`config.mk`:
```
export PLATFORM = sky130hd
export DESIGN_NAME = spi_word_engine
export DESIGN_NICKNAME = d
export VERILOG_FILES = /design/src/rtl/spi_eng_pkg.sv /design/src/rtl/spi_eng_timer.sv /design/src/rtl/spi_eng_gap.sv /design/src/rtl/spi_word_engine.sv
export SDC_FILE = /design/constraint.sdc
export NUM_CORES = 1
export LEC_CHECK = 0
export BUFFER_PORTS_ARGS = -buffer_cell sky130_fd_sc_hd__buf_2
export CAP_MARGIN = 25
export CORE_MARGIN = 3
export CORE_UTILIZATION = 27
export DETAILED_ROUTE_END_ITERATION = 10
export PLACE_DENSITY = 0.5
export REMOVE_ABC_BUFFERS = 1
export SLEW_MARGIN = 20
export SYNTH_ARGS = -nofsm -noshare
export SYNTH_HDL_FRONTEND = slang
export SYNTH_HIERARCHICAL = 1
export SYNTH_SLANG_ARGS = --single-unit
```
`constraint.sdc`:
```
create_clock -name clk -period 3.9 [get_ports clk]
set_input_delay 0.195 -clock clk [delete_from_list [all_inputs] [get_ports clk]]
set_output_delay 0.195 -clock clk [all_outputs]
set_load 0.03 [all_outputs]
```
`src/rtl/spi_eng_pkg.sv`:
```
package spi_eng_pkg;
  localparam int DW    = 16;
  localparam int PS_W  = 8;
  localparam int LEN_W = 5;
  localparam int GAP_W = 6;
  localparam int FMT_W = GAP_W + 6 + LEN_W + PS_W;

  typedef struct packed {
    logic [GAP_W-1:0] gap;
    logic             gap_en;
    logic             odd;
    logic             par_en;
    logic             lsb;
    logic             ph;
    logic             cpol;
    logic [LEN_W-1:0] len;
    logic [PS_W-1:0]  presc;
  } fmt_t;

  function automatic logic [DW-1:0] len_mask(input logic [LEN_W-1:0] len);
    logic [DW-1:0] m;
    for (int i = 0; i < DW; i++) m[i] = (i < int'(len));
    return m;
  endfunction

  function automatic logic [LEN_W-1:0] bit_pos(input logic [LEN_W-1:0] i,
                                               input logic [LEN_W-1:0] len,
                                               input logic lsb);
    return lsb ? i : LEN_W'(len - i - LEN_W'(1));
  endfunction

  function automatic logic par_bit(input logic [DW-1:0] data, input logic odd);
    return (^data) ^ odd;
  endfunction

  function automatic logic tx_bit(input logic [DW-1:0] data,
                                  input logic [LEN_W-1:0] len,
                                  input logic lsb, input logic odd,
                                  input logic [LEN_W-1:0] i);
    logic [LEN_W-1:0] p;
    p = bit_pos(i, len, lsb);
    if (i == len) return par_bit(data, odd);
    return data[p[3:0]];
  endfunction
endpackage

```
`src/rtl/spi_eng_timer.sv`:
```
module spi_eng_timer #(
  parameter int PS_W = 8
) (
  input  logic            clk,
  input  logic            rst_n,
  input  logic            start,
  input  logic            run,
  input  logic [PS_W-1:0] presc,
  output logic            lead_o,
  output logic            trail_o
);
  logic [PS_W-1:0] cnt;
  logic [PS_W:0]   half_m1;

  assign half_m1 = ((({1'b0, presc}) + (PS_W+1)'(1)) >> 1) - (PS_W+1)'(1);
  assign lead_o  = run && ({1'b0, cnt} == half_m1);
  assign trail_o = run && (cnt == presc);

  always_ff @(posedge clk or negedge rst_n) begin
    if (!rst_n)       cnt <= '0;
    else if (start)   cnt <= '0;
    else if (run)     cnt <= trail_o ? '0 : cnt + PS_W'(1);
  end

  a_r1_cnt_in_period: assert property (@(posedge clk) disable iff (!rst_n)
    run |-> (cnt <= presc));
  a_r1_edges_distinct: assert property (@(posedge clk) disable iff (!rst_n)
    !(lead_o && trail_o));
endmodule

```
`src/rtl/spi_eng_gap.sv`:
```
module spi_eng_gap #(
  parameter int GAP_W = 6
) (
  input  logic             clk,
  input  logic             rst_n,
  input  logic             start,
  input  logic [GAP_W-1:0] len,
  output logic             active_o
);
  logic [GAP_W-1:0] left;

  always_ff @(posedge clk or negedge rst_n) begin
    if (!rst_n) begin
      left     <= '0;
      active_o <= 1'b0;
    end else if (start) begin
      left     <= len - GAP_W'(1);
      active_o <= 1'b1;
    end else if (active_o) begin
      if (left == '0) active_o <= 1'b0;
      else            left     <= left - GAP_W'(1);
    end
  end

  a_r9_no_restart_in_gap: assert property (@(posedge clk) disable iff (!rst_n)
    active_o |-> !start);
  a_r9_nonzero_gap: assert property (@(posedge clk) disable iff (!rst_n)
    start |-> (len != '0));
endmodule

```
`src/rtl/spi_word_engine.sv`:
```
module spi_word_engine
  import spi_eng_pkg::*;
#(
  parameter int MIN_PRESCALE = 2
) (
  input  logic             clk,
  input  logic             rst_n,
  input  logic [FMT_W-1:0] fmt_i,
  input  logic [DW-1:0]    tx_data_i,
  input  logic             tx_valid_i,
  input  logic             miso_i,
  output logic             sclk_o,
  output logic             mosi_o,
  output logic [DW-1:0]    rx_data_o,
  output logic             rx_valid_o,
  output logic             busy_o,
  output logic             par_err_o
);
  localparam int FLOOR = (MIN_PRESCALE < 1) ? 1 : MIN_PRESCALE;

  fmt_t             f_in, cfg_q;
  logic             running, gap_active;
  logic [DW-1:0]    txw, rxw, rx_merged, tx_masked;
  logic             rxpar, par_merged;
  logic [LEN_W-1:0] idx, nbits, cap_pos;
  logic             cfg_ok, accept, lead_edge, trail_edge;
  logic             last_bit, word_done, capture, cap_is_par, gap_start;

  assign f_in      = fmt_t'(fmt_i);
  assign cfg_ok    = (int'(f_in.presc) >= FLOOR) && (f_in.len >= LEN_W'(2))
                     && (int'(f_in.len) <= DW);
  assign accept    = tx_valid_i && !running && !gap_active && cfg_ok;
  assign tx_masked = tx_data_i & len_mask(f_in.len);
  assign nbits     = LEN_W'(cfg_q.len + LEN_W'(cfg_q.par_en));
  assign last_bit  = (idx == LEN_W'(nbits - LEN_W'(1)));
  assign word_done = trail_edge && last_bit;
  assign capture   = cfg_q.ph ? lead_edge : trail_edge;
  assign cap_is_par = (idx == cfg_q.len);
  assign cap_pos   = bit_pos(idx, cfg_q.len, cfg_q.lsb);
  assign gap_start = word_done && cfg_q.gap_en && (cfg_q.gap != '0);
  assign busy_o    = running || gap_active;

  always_comb begin
    rx_merged = rxw;
    if (capture && !cap_is_par) rx_merged[cap_pos[3:0]] = miso_i;
  end
  assign par_merged = (capture && cap_is_par) ? miso_i : rxpar;

  spi_eng_timer #(.PS_W(PS_W)) u_timer (
    .clk(clk), .rst_n(rst_n), .start(accept), .run(running),
    .presc(cfg_q.presc), .lead_o(lead_edge), .trail_o(trail_edge)
  );

  spi_eng_gap #(.GAP_W(GAP_W)) u_gap (
    .clk(clk), .rst_n(rst_n), .start(gap_start), .len(cfg_q.gap),
    .active_o(gap_active)
  );

  always_ff @(posedge clk or negedge rst_n) begin
    if (!rst_n) begin
      cfg_q <= '0; txw <= '0; rxw <= '0; rxpar <= 1'b0; idx <= '0;
      running <= 1'b0; sclk_o <= 1'b0; mosi_o <= 1'b0;
      rx_data_o <= '0; rx_valid_o <= 1'b0; par_err_o <= 1'b0;
    end else begin
      rx_valid_o <= word_done;
      if (accept) begin
        cfg_q   <= f_in;
        txw     <= tx_masked;
        rxw     <= '0;
        rxpar   <= 1'b0;
        idx     <= '0;
        running <= 1'b1;
        sclk_o  <= f_in.cpol;
        mosi_o  <= f_in.ph ? tx_bit(tx_masked, f_in.len, f_in.lsb, f_in.odd, '0) : 1'b0;
      end else if (running) begin
        rxw   <= rx_merged;
        rxpar <= par_merged;
        if (lead_edge) begin
          sclk_o <= ~cfg_q.cpol;
          if (!cfg_q.ph) mosi_o <= tx_bit(txw, cfg_q.len, cfg_q.lsb, cfg_q.odd, idx);
        end
        if (trail_edge) begin
          sclk_o <= cfg_q.cpol;
          idx    <= idx + LEN_W'(1);
          if (last_bit) begin
            running   <= 1'b0;
            mosi_o    <= 1'b0;
            rx_data_o <= rx_merged;
            par_err_o <= cfg_q.par_en && (par_merged != par_bit(rx_merged, cfg_q.odd));
          end else if (cfg_q.ph) begin
            mosi_o <= tx_bit(txw, cfg_q.len, cfg_q.lsb, cfg_q.odd, idx + LEN_W'(1));
          end
        end
      end else if (!gap_active) begin
        sclk_o <= f_in.cpol;
      end
    end
  end

  a_r11_mosi_idle: assert property (@(posedge clk) disable iff (!rst_n)
    !busy_o |-> !mosi_o);
  a_r6_valid_pulse: assert property (@(posedge clk) disable iff (!rst_n)
    rx_valid_o |=> !rx_valid_o);
  a_r10_busy_at_done: assert property (@(posedge clk) disable iff (!rst_n)
    word_done |-> busy_o);
  a_r3_gap_clk_idle: assert property (@(posedge clk) disable iff (!rst_n)
    gap_active |-> (sclk_o == cfg_q.cpol) && !mosi_o);
  a_r3_sclk_on_edges: assert property (@(posedge clk) disable iff (!rst_n)
    ($past(running) && (sclk_o != $past(sclk_o))) |-> $past(lead_edge || trail_edge));
  a_r7_idx_range: assert property (@(posedge clk) disable iff (!rst_n)
    running |-> (idx < nbits));
  a_r8_no_err_without_parity: assert property (@(posedge clk) disable iff (!rst_n)
    (rx_valid_o && !cfg_q.par_en) |-> !par_err_o);
endmodule

```
### Word level (Yosys, flattened, before mapping)

Cells that the tools add are included.

| operators by class | value |
|---|---|
| bitwise logic cells | 6 |
| equality and inequality tests | 9 |
| multiply operators | 0 |
| divide/modulo/power cells | 0 |
| $lt $le $gt $ge | 23 |
| shift operators | 0 |
| mux-type cells | 67 |
| reductions and logical operators | 31 |
| $add $sub $neg | 13 |

Operators with widths:

| operator | number |
|---|---|
| 16-bit two-way mux | 3 |
| 16-bit XOR reduction | 3 |
| 1-bit two-way mux | 47 |
| 4-bit by 5-bit < comparator with 1-bit output (first input constant) | 8 |
| 8-bit two-way mux | 3 |
| 3-bit by 5-bit < comparator with 1-bit output (first input constant) | 4 |
| 6-bit two-way mux | 3 |
| 16-bit bitwise AND | 1 |
| 16-bit bitwise mux | 1 |
| 5-bit equality test | 3 |
| 4-bit by 5-bit < comparator with 1-bit output (second input constant) | 3 |
| 5-bit two-way mux | 3 |
| 1-bit logical AND | 14 |
| 1-bit binary-select mux with 4-bit select | 3 |
| 4-bit two-way mux | 3 |
| 4-bit by 1-bit subtractor with 4-bit output (second input constant) | 3 |
| 6-bit by 1-bit subtractor with 6-bit output (second input constant) | 2 |
| 1-bit by 5-bit < comparator with 1-bit output (first input constant) | 2 |
| 2-bit by 5-bit < comparator with 1-bit output (first input constant) | 2 |
| 8-bit by 1-bit adder with 9-bit output (second input constant) | 1 |
| 8-bit by 9-bit equality test with 1-bit output | 1 |
| 8-bit by 1-bit subtractor with 9-bit output (second input constant) | 1 |
| 8-bit by 1-bit adder with 8-bit output (second input constant) | 1 |
| 8-bit equality test | 1 |
| other kinds (23) | 33 |

| storage, ports and cells | value |
|---|---|
| bits in latches | 0 |
| memories | 0 |
| bits in read-only memories | 0 |
| bits in writable memories | 0 |
| output and inout bits | 21 |
| register bits | 99 |

### Logic depth before layout (Yosys ltp)

| logic depth | value |
|---|---|
| depth after elaboration | 15 |
| mapped depth | 20 |
| depth with buffers taken out | 18 |

### Hierarchy

Netlist, hierarchy kept.

By module, submodules not included:

| module | times used | area an instance (um^2) | cells each | seq. area each (um^2) |
|---|---|---|---|---|
| spi_word_engine | 1 | 5846.9 | 699 | 2102.0 |
| spi_eng_timer | 1 | 1017.2 | 119 | 200.2 |
| spi_eng_gap | 1 | 476.7 | 51 | 175.2 |

### Worst setup path before layout

Ideal clock, no wire load.

| timing path | value |
|---|---|
| path type | reg-to-reg |
| start point | register cfg_q[0] (netlist bit) |
| end point | register par_err_o |
| slack | -371 ps |
| arrival | 4179 ps |
| setup time | 92 ps |
| cell stages (with the launch flop) | 20 |
| cell sequence | dfrtp_1 ha_1 buf_6 xnor2_1 ha_1 xor2_1 xnor2_1 xnor2_1 nor2_1 nand4_1 nor4_2 mux2_2 o31a_4 nor3b_4 a221oi_1 o32ai_2 xnor2_1 xnor3_1 xnor3_1 o31ai_2 |

| on the way | value |
|---|---|
| word-level cells in the longest chain between the ends | 11 |
| elaborated cells on any way between the ends | 16 |

RTL lines:

| element | line | text |
|---|---|---|
| from (decl) | spi_word_engine.sv:21 | `fmt_t f_in, cfg_q;` |
| from (signal assigned) | spi_word_engine.sv:67 | `cfg_q <= f_in;` |
| 8-bit by 1-bit adder with 9-bit output (*) | spi_eng_timer.sv:15 | `assign half_m1 = ((({1'b0, presc}) + (PS_W+1)'(1)) >> 1) - (PS_W+1)'(1);` |
| 8-bit by 1-bit subtractor with 9-bit output (*) | spi_eng_timer.sv:15 |  |
| 8-bit by 9-bit equality test with 1-bit output (*) | spi_eng_timer.sv:16 | `assign lead_o = run && ({1'b0, cnt} == half_m1);` |
| 1-bit logical AND (*) | spi_eng_timer.sv:16 |  |
| net lead_edge | spi_word_engine.sv:26 | `logic cfg_ok, accept, lead_edge, trail_edge;` |
| 1-bit two-way mux (*) | spi_word_engine.sv:37 | `assign capture = cfg_q.ph ? lead_edge : trail_edge;` |
| 1-bit logical AND | spi_word_engine.sv:45 | `if (capture && !cap_is_par) rx_merged[cap_pos[3:0]] = miso_i;` |
| 16-bit two-way mux | spi_word_engine.sv:45 |  |
| 16-bit XOR reduction | spi_eng_pkg.sv:33 | `return (^data) ^ odd;` |
| 1-bit XOR | spi_eng_pkg.sv:33 |  |
| 1-bit inequality test (*) | spi_word_engine.sv:89 | `par_err_o <= cfg_q.par_en && (par_merged != par_bit(rx_merged, cfg_q.odd));` |
| 1-bit logical AND (*) | spi_word_engine.sv:89 |  |
| to (signal assigned) | spi_word_engine.sv:89 |  |
| to (decl) | spi_word_engine.sv:17 | `output logic par_err_o` |

Mark *: on every way through the listed nets, which the timed path passes. The rest lies on a longest branch.
A chain may end at the register's enable or synchronous reset.

### Worst setup path in the final report

Ends and elaborated chain as after synthesis.

==> impl_metrics.csv <==
group,metric,value,unit
status,status,"finished with violations",
status,violations,"negative setup slack",
global_route,pin_count_of_the_biggest_net_entering_global_routing,56,
critical_path,timing.critical_path.slowest_cell_delay,0.42,ns
die,vertical_die_dimension,170.9,um
final_layout,insertedDiodeCount,0,
final_layout,final_common_cell,"sky130_fd_sc_hd__nand2_1",
critical_path,critical-path-top-delay-family,"XOR/XNOR gates",
pwr,p_sw_frac,0.2592,
drt,ant_nets,0,
global_route,number_of_global_route_vias_before_repair,6388,
die,die_w,170.9,um
critical_path,critical_path.endpoint_type,"flip-flop",
clock_tree,cts_tree,"built",
timing,timing.final.hold_violations,0,
hold_path,hold_path.class,"in2reg",
synthesis,syn-instance-count,869,
pwr,comb_power_share,0.083,
timing,grt_setup_unrepaired,"true",
drt,routedWlPerCell,15.02,um
global_route,overflow,0,
place,placement.io_buffers,65,
die,design.portCount,66,
drt,routed_via_density,4.794,
drt,drt_pre_antenna_iters,4,
drt,wl_met3,641,um
synthesis,synth-edff-count,0,
clock_tree,worst_setup_hold_path_clk_slew,0.08,ns
critical_path,critical_path.max_fanout,8,
pwr,irDropWorstVdd,0.0001411,V
die,die_area,0.02920,mm^2
synthesis,synthesis.area,0.007341,mm^2
critical_path,critPathBufInv,3,
clock_tree,max-clock-path-buffers,2,
final_layout,final_design_area_no_fill,0.008600,mm^2
timing,max-slew-margin-rel,0.4935,
drt,drt_wl_total,19360,um
synthesis,synth_area_per_cell,8.447,um^2
pwr,cellLeakagePower,3.732,nW
global_route,grt_first_pass_wirelength,33200,um
synthesis,seq_area_frac_synth,0.3375,
global_route,grt_antenna_before_repair,0,
pwr,power.internal,1.553,mW
final_layout,finish.utilization,0.3263,
critical_path,worstPathArrival,4.32,ns
drt,highest-signal-layer,"met4",
timing,post-route-period-util,1.040,
place,detailed_place_hpwl,14390,um
final_layout,layout.filler_cells,2774,
pwr,clkPwrFrac,0.428,
timing,max_clock_freq,246.5,MHz
global_route,gr-usage-all-layers,0.1390,
critical_path,cpMaxStageDelayCell,"sky130_fd_sc_hd__dfrtp_1",
timing,holdWs,0.01832,ns
synthesis,synth.distinct_cells,90,
pwr,net-switching-power,0.5435,mW
critical_path,critical_path_class,"reg2reg",
synthesis,asyncSetResetFlopFracSynth,1.000,
final_layout,layout-area-overhead-vs-synth,17.15,%
die,floorplan.initialDensity,0.2785,
clock_tree,number_of_buffers_created_by_cts,9,
place,routabilityCongestion,0.8272,
synthesis,postSynthRegisterBits,99,
flow_run,maxCapViolCount,0,
final_layout,ratio_of_cells_with_drive_above_1_in_the_final_layout,0.1845,
critical_path,critical_path.cell_chain,"ha_4 -> buf_4 -> and3b_1 -> a31oi_4 -> mux2i_1 -> o32ai_2 -> xnor2_1 -> nor4_4 -> mux2_4 -> o31a_4 -> buf_6 -> buf_4 -> and3_1 -> a41oi_2 -> nand3_2 -> xnor2_2 -> xnor3_1 -> xnor3_1 -> o31ai_2",
pwr,seq_power_share,0.490,
critical_path,critPathRequiredTime,4.17,ns
drt,number_of_drc_markers_in_iteration_0,326,
timing,slew_violations,0,
final_layout,layout.nets,1012,
drt,drt_drc_violations_left,0,
clock_tree,cts-root-buf,"sky130_fd_sc_hd__clkbuf_16",
clock_tree,cts.sink_count,99,
timing,final_period_minus_worst_setup_slack,4.057,ns
critical_path,worstSetupStartpointType,"flip-flop",
timing,fin_worst_skew,0.01534,ns
timing,max_slew.worst_pin.slew,0.7598,ns
drt,wirelength_met1,9631,um
die,core,0.02635,mm^2
pwr,pwr_density_cell,243.8,mW/mm^2
drt,route.vias.total,6179,
place,post_dp_cell_area,0.008225,mm^2
drt,detailroute.wirelength.met2,8805,um
timing,layout_setup_ws,-0.1566,ns
clock_tree,clk_latency,0.36,ns
final_layout,top_library_cells_by_usage_in_the_layout_fill_and_taps_aside,"155 x sky130_fd_sc_hd__nand2_1, 99 x sky130_fd_sc_hd__dfrtp_1, 67 x sky130_fd_sc_hd__xnor2_1, 65 x sky130_fd_sc_hd__a21oi_1, 64 x sky130_fd_sc_hd__buf_2",
clock_tree,cts.htree.levels,3,
timing,setup-violations-final,1,
die,core_rows,59,
synthesis,ys_dominant_reg_cell,"sky130_fd_sc_hd__dfrtp_1",
synthesis,synthesis.yosys.warnings,6,
cell usage after synthesis, types with 4 or more instances:
cell type | count | share of area
sky130_fd_sc_hd__buf_2 | 10 | 0.0068
sky130_fd_sc_hd__xnor2_1 | 68 | 0.081
sky130_fd_sc_hd__inv_1 | 35 | 0.018
sky130_fd_sc_hd__nand2_1 | 155 | 0.079
sky130_fd_sc_hd__mux4_2 | 4 | 0.012
sky130_fd_sc_hd__o21ai_0 | 63 | 0.043
sky130_fd_sc_hd__or3_1 | 4 | 0.0034
sky130_fd_sc_hd__nand4_1 | 10 | 0.0085
sky130_fd_sc_hd__clkbuf_1 | 27 | 0.014
sky130_fd_sc_hd__and3_1 | 6 | 0.0051
sky130_fd_sc_hd__nor2_1 | 59 | 0.030
sky130_fd_sc_hd__nor3_1 | 20 | 0.014
sky130_fd_sc_hd__nand3_1 | 22 | 0.015
sky130_fd_sc_hd__buf_1 | 5 | 0.0026
sky130_fd_sc_hd__a21oi_1 | 65 | 0.044
sky130_fd_sc_hd__mux2i_1 | 30 | 0.041
sky130_fd_sc_hd__o22ai_1 | 14 | 0.012
sky130_fd_sc_hd__dfrtp_1 | 99 | 0.34
sky130_fd_sc_hd__nor2b_1 | 6 | 0.0051
sky130_fd_sc_hd__buf_6 | 5 | 0.0077
sky130_fd_sc_hd__mux2_2 | 7 | 0.011
sky130_fd_sc_hd__nor4_1 | 4 | 0.0034
sky130_fd_sc_hd__nand3b_1 | 6 | 0.0061
sky130_fd_sc_hd__nand2b_1 | 6 | 0.0051
sky130_fd_sc_hd__a21o_1 | 5 | 0.0051
sky130_fd_sc_hd__a211oi_1 | 4 | 0.0041
sky130_fd_sc_hd__xor2_1 | 28 | 0.033
sky130_fd_sc_hd__ha_1 | 16 | 0.027
final timing paths:
path	start	to	slack [ns]	cells after the start
min	fmt_i[21]	cfg_q[21]$_DFFE_PN0P_	0.02	3
max in group asynchronous	rst_n	cfg_q[5]$_DFFE_PN0P_	2.54	3
min reg2reg	rx_data_o[12]$_DFFE_PN0P_	rx_data_o[12]$_DFFE_PN0P_	0.48	2
max reg2reg	cfg_q[0]$_DFFE_PN0P_	par_err_o$_DFFE_PN0P_	-0.16	19
max	cfg_q[0]$_DFFE_PN0P_	par_err_o$_DFFE_PN0P_	-0.16	19
min in group asynchronous	rst_n	rx_data_o[9]$_DFFE_PN0P_	0.44	2
state kept, by name, summed over array words and instances (netlist names), 5 cells and up:
signal and cells:
u_timer/cnt 8, cfg_q 25, rx_data_o 16, rxw 16, idx 5, txw 16
u_gap/left 6
worst reg2reg max path: cells and delay by family (launching register included):
family          cells  cell delay (ns)
compound gates      5             0.84
simple gates        4             0.57
xor+xnor            4             0.98
buf+inv             3             0.44
mux                 2             0.55
fa+ha+maj           1             0.18
flops               1             0.42
power groups by stage:
stage	Combinational (mW)	Clock [mW]	Sequential, mW
after floorplan	0.0881	0	1.05
after global placement	0.175	0	1.05
after detailed placement	0.175	0	1.05
after CTS	0.176	0.929	1.03
after global routing	0.197	0.970	1.03
final	0.173	0.897	1.03
stage by stage:
stage / power [mW] / std cells / setup WS [ns] / setup TNS (ns)
floorplan: 1.136 / 820 / -0.4879 / -0.4879
global route: 2.193 / 1289 / -0.3857 / -0.3857
finish: 2.097 / 1289 / -0.1566 / -0.1566
CTS: 2.132 / 1288 / -0.1970 / -0.1970
detailed placement: 1.222 / 1270 / -0.3777 / -0.3777
global placement: 1.222 / 1270 / -0.2745 / -0.2745
layer usage:
layer	GRT usage	vias to the layer above
met5	0	-
met4	0.03534	0
met3	0.02010	18
met2	0.2242	96
met1	0.1965	2887
li1	-	3178
kinds of logic (layout without fill, tap and decap cells):
| family | Yosys count | after routing | share of synthesized area |
|---|---|---|---|
| mux | 44 | 44 | 0.07091 |
| xor+xnor | 100 | 100 | 0.1266 |
| simple gates | 327 | 327 | 0.2112 |
| fa+ha+maj | 18 | 18 | 0.03273 |
| compound gates | 197 | 197 | 0.1703 |
| buf+inv | 84 | 169 | 0.05079 |
| flops | 99 | 99 | 0.3375 |
final cells by class:
cell class | count | area [um^2] | area share
Clock inverter | 5 | 42.54 | 0.004947
Inverter | 35 | 131.4 | 0.01528
Timing Repair Buffer | 118 | 735.7 | 0.08555
Tap cell | 335 | 419.2 | 0.04874
Clock buffer | 11 | 242.7 | 0.02823
Sequential cell | 99 | 2477 | 0.2881
Multi-Input combinational cell | 686 | 4551 | 0.5292
timing repair:
action,in CTS,in global routing
setup buffers,1,1
hold buffers,1,0
endpoints found under the hold margin,53,0
pin swaps,7,2
resized for setup,8,3
setup endpoints to repair,1,1
Power figures use the tool's default switching activity.
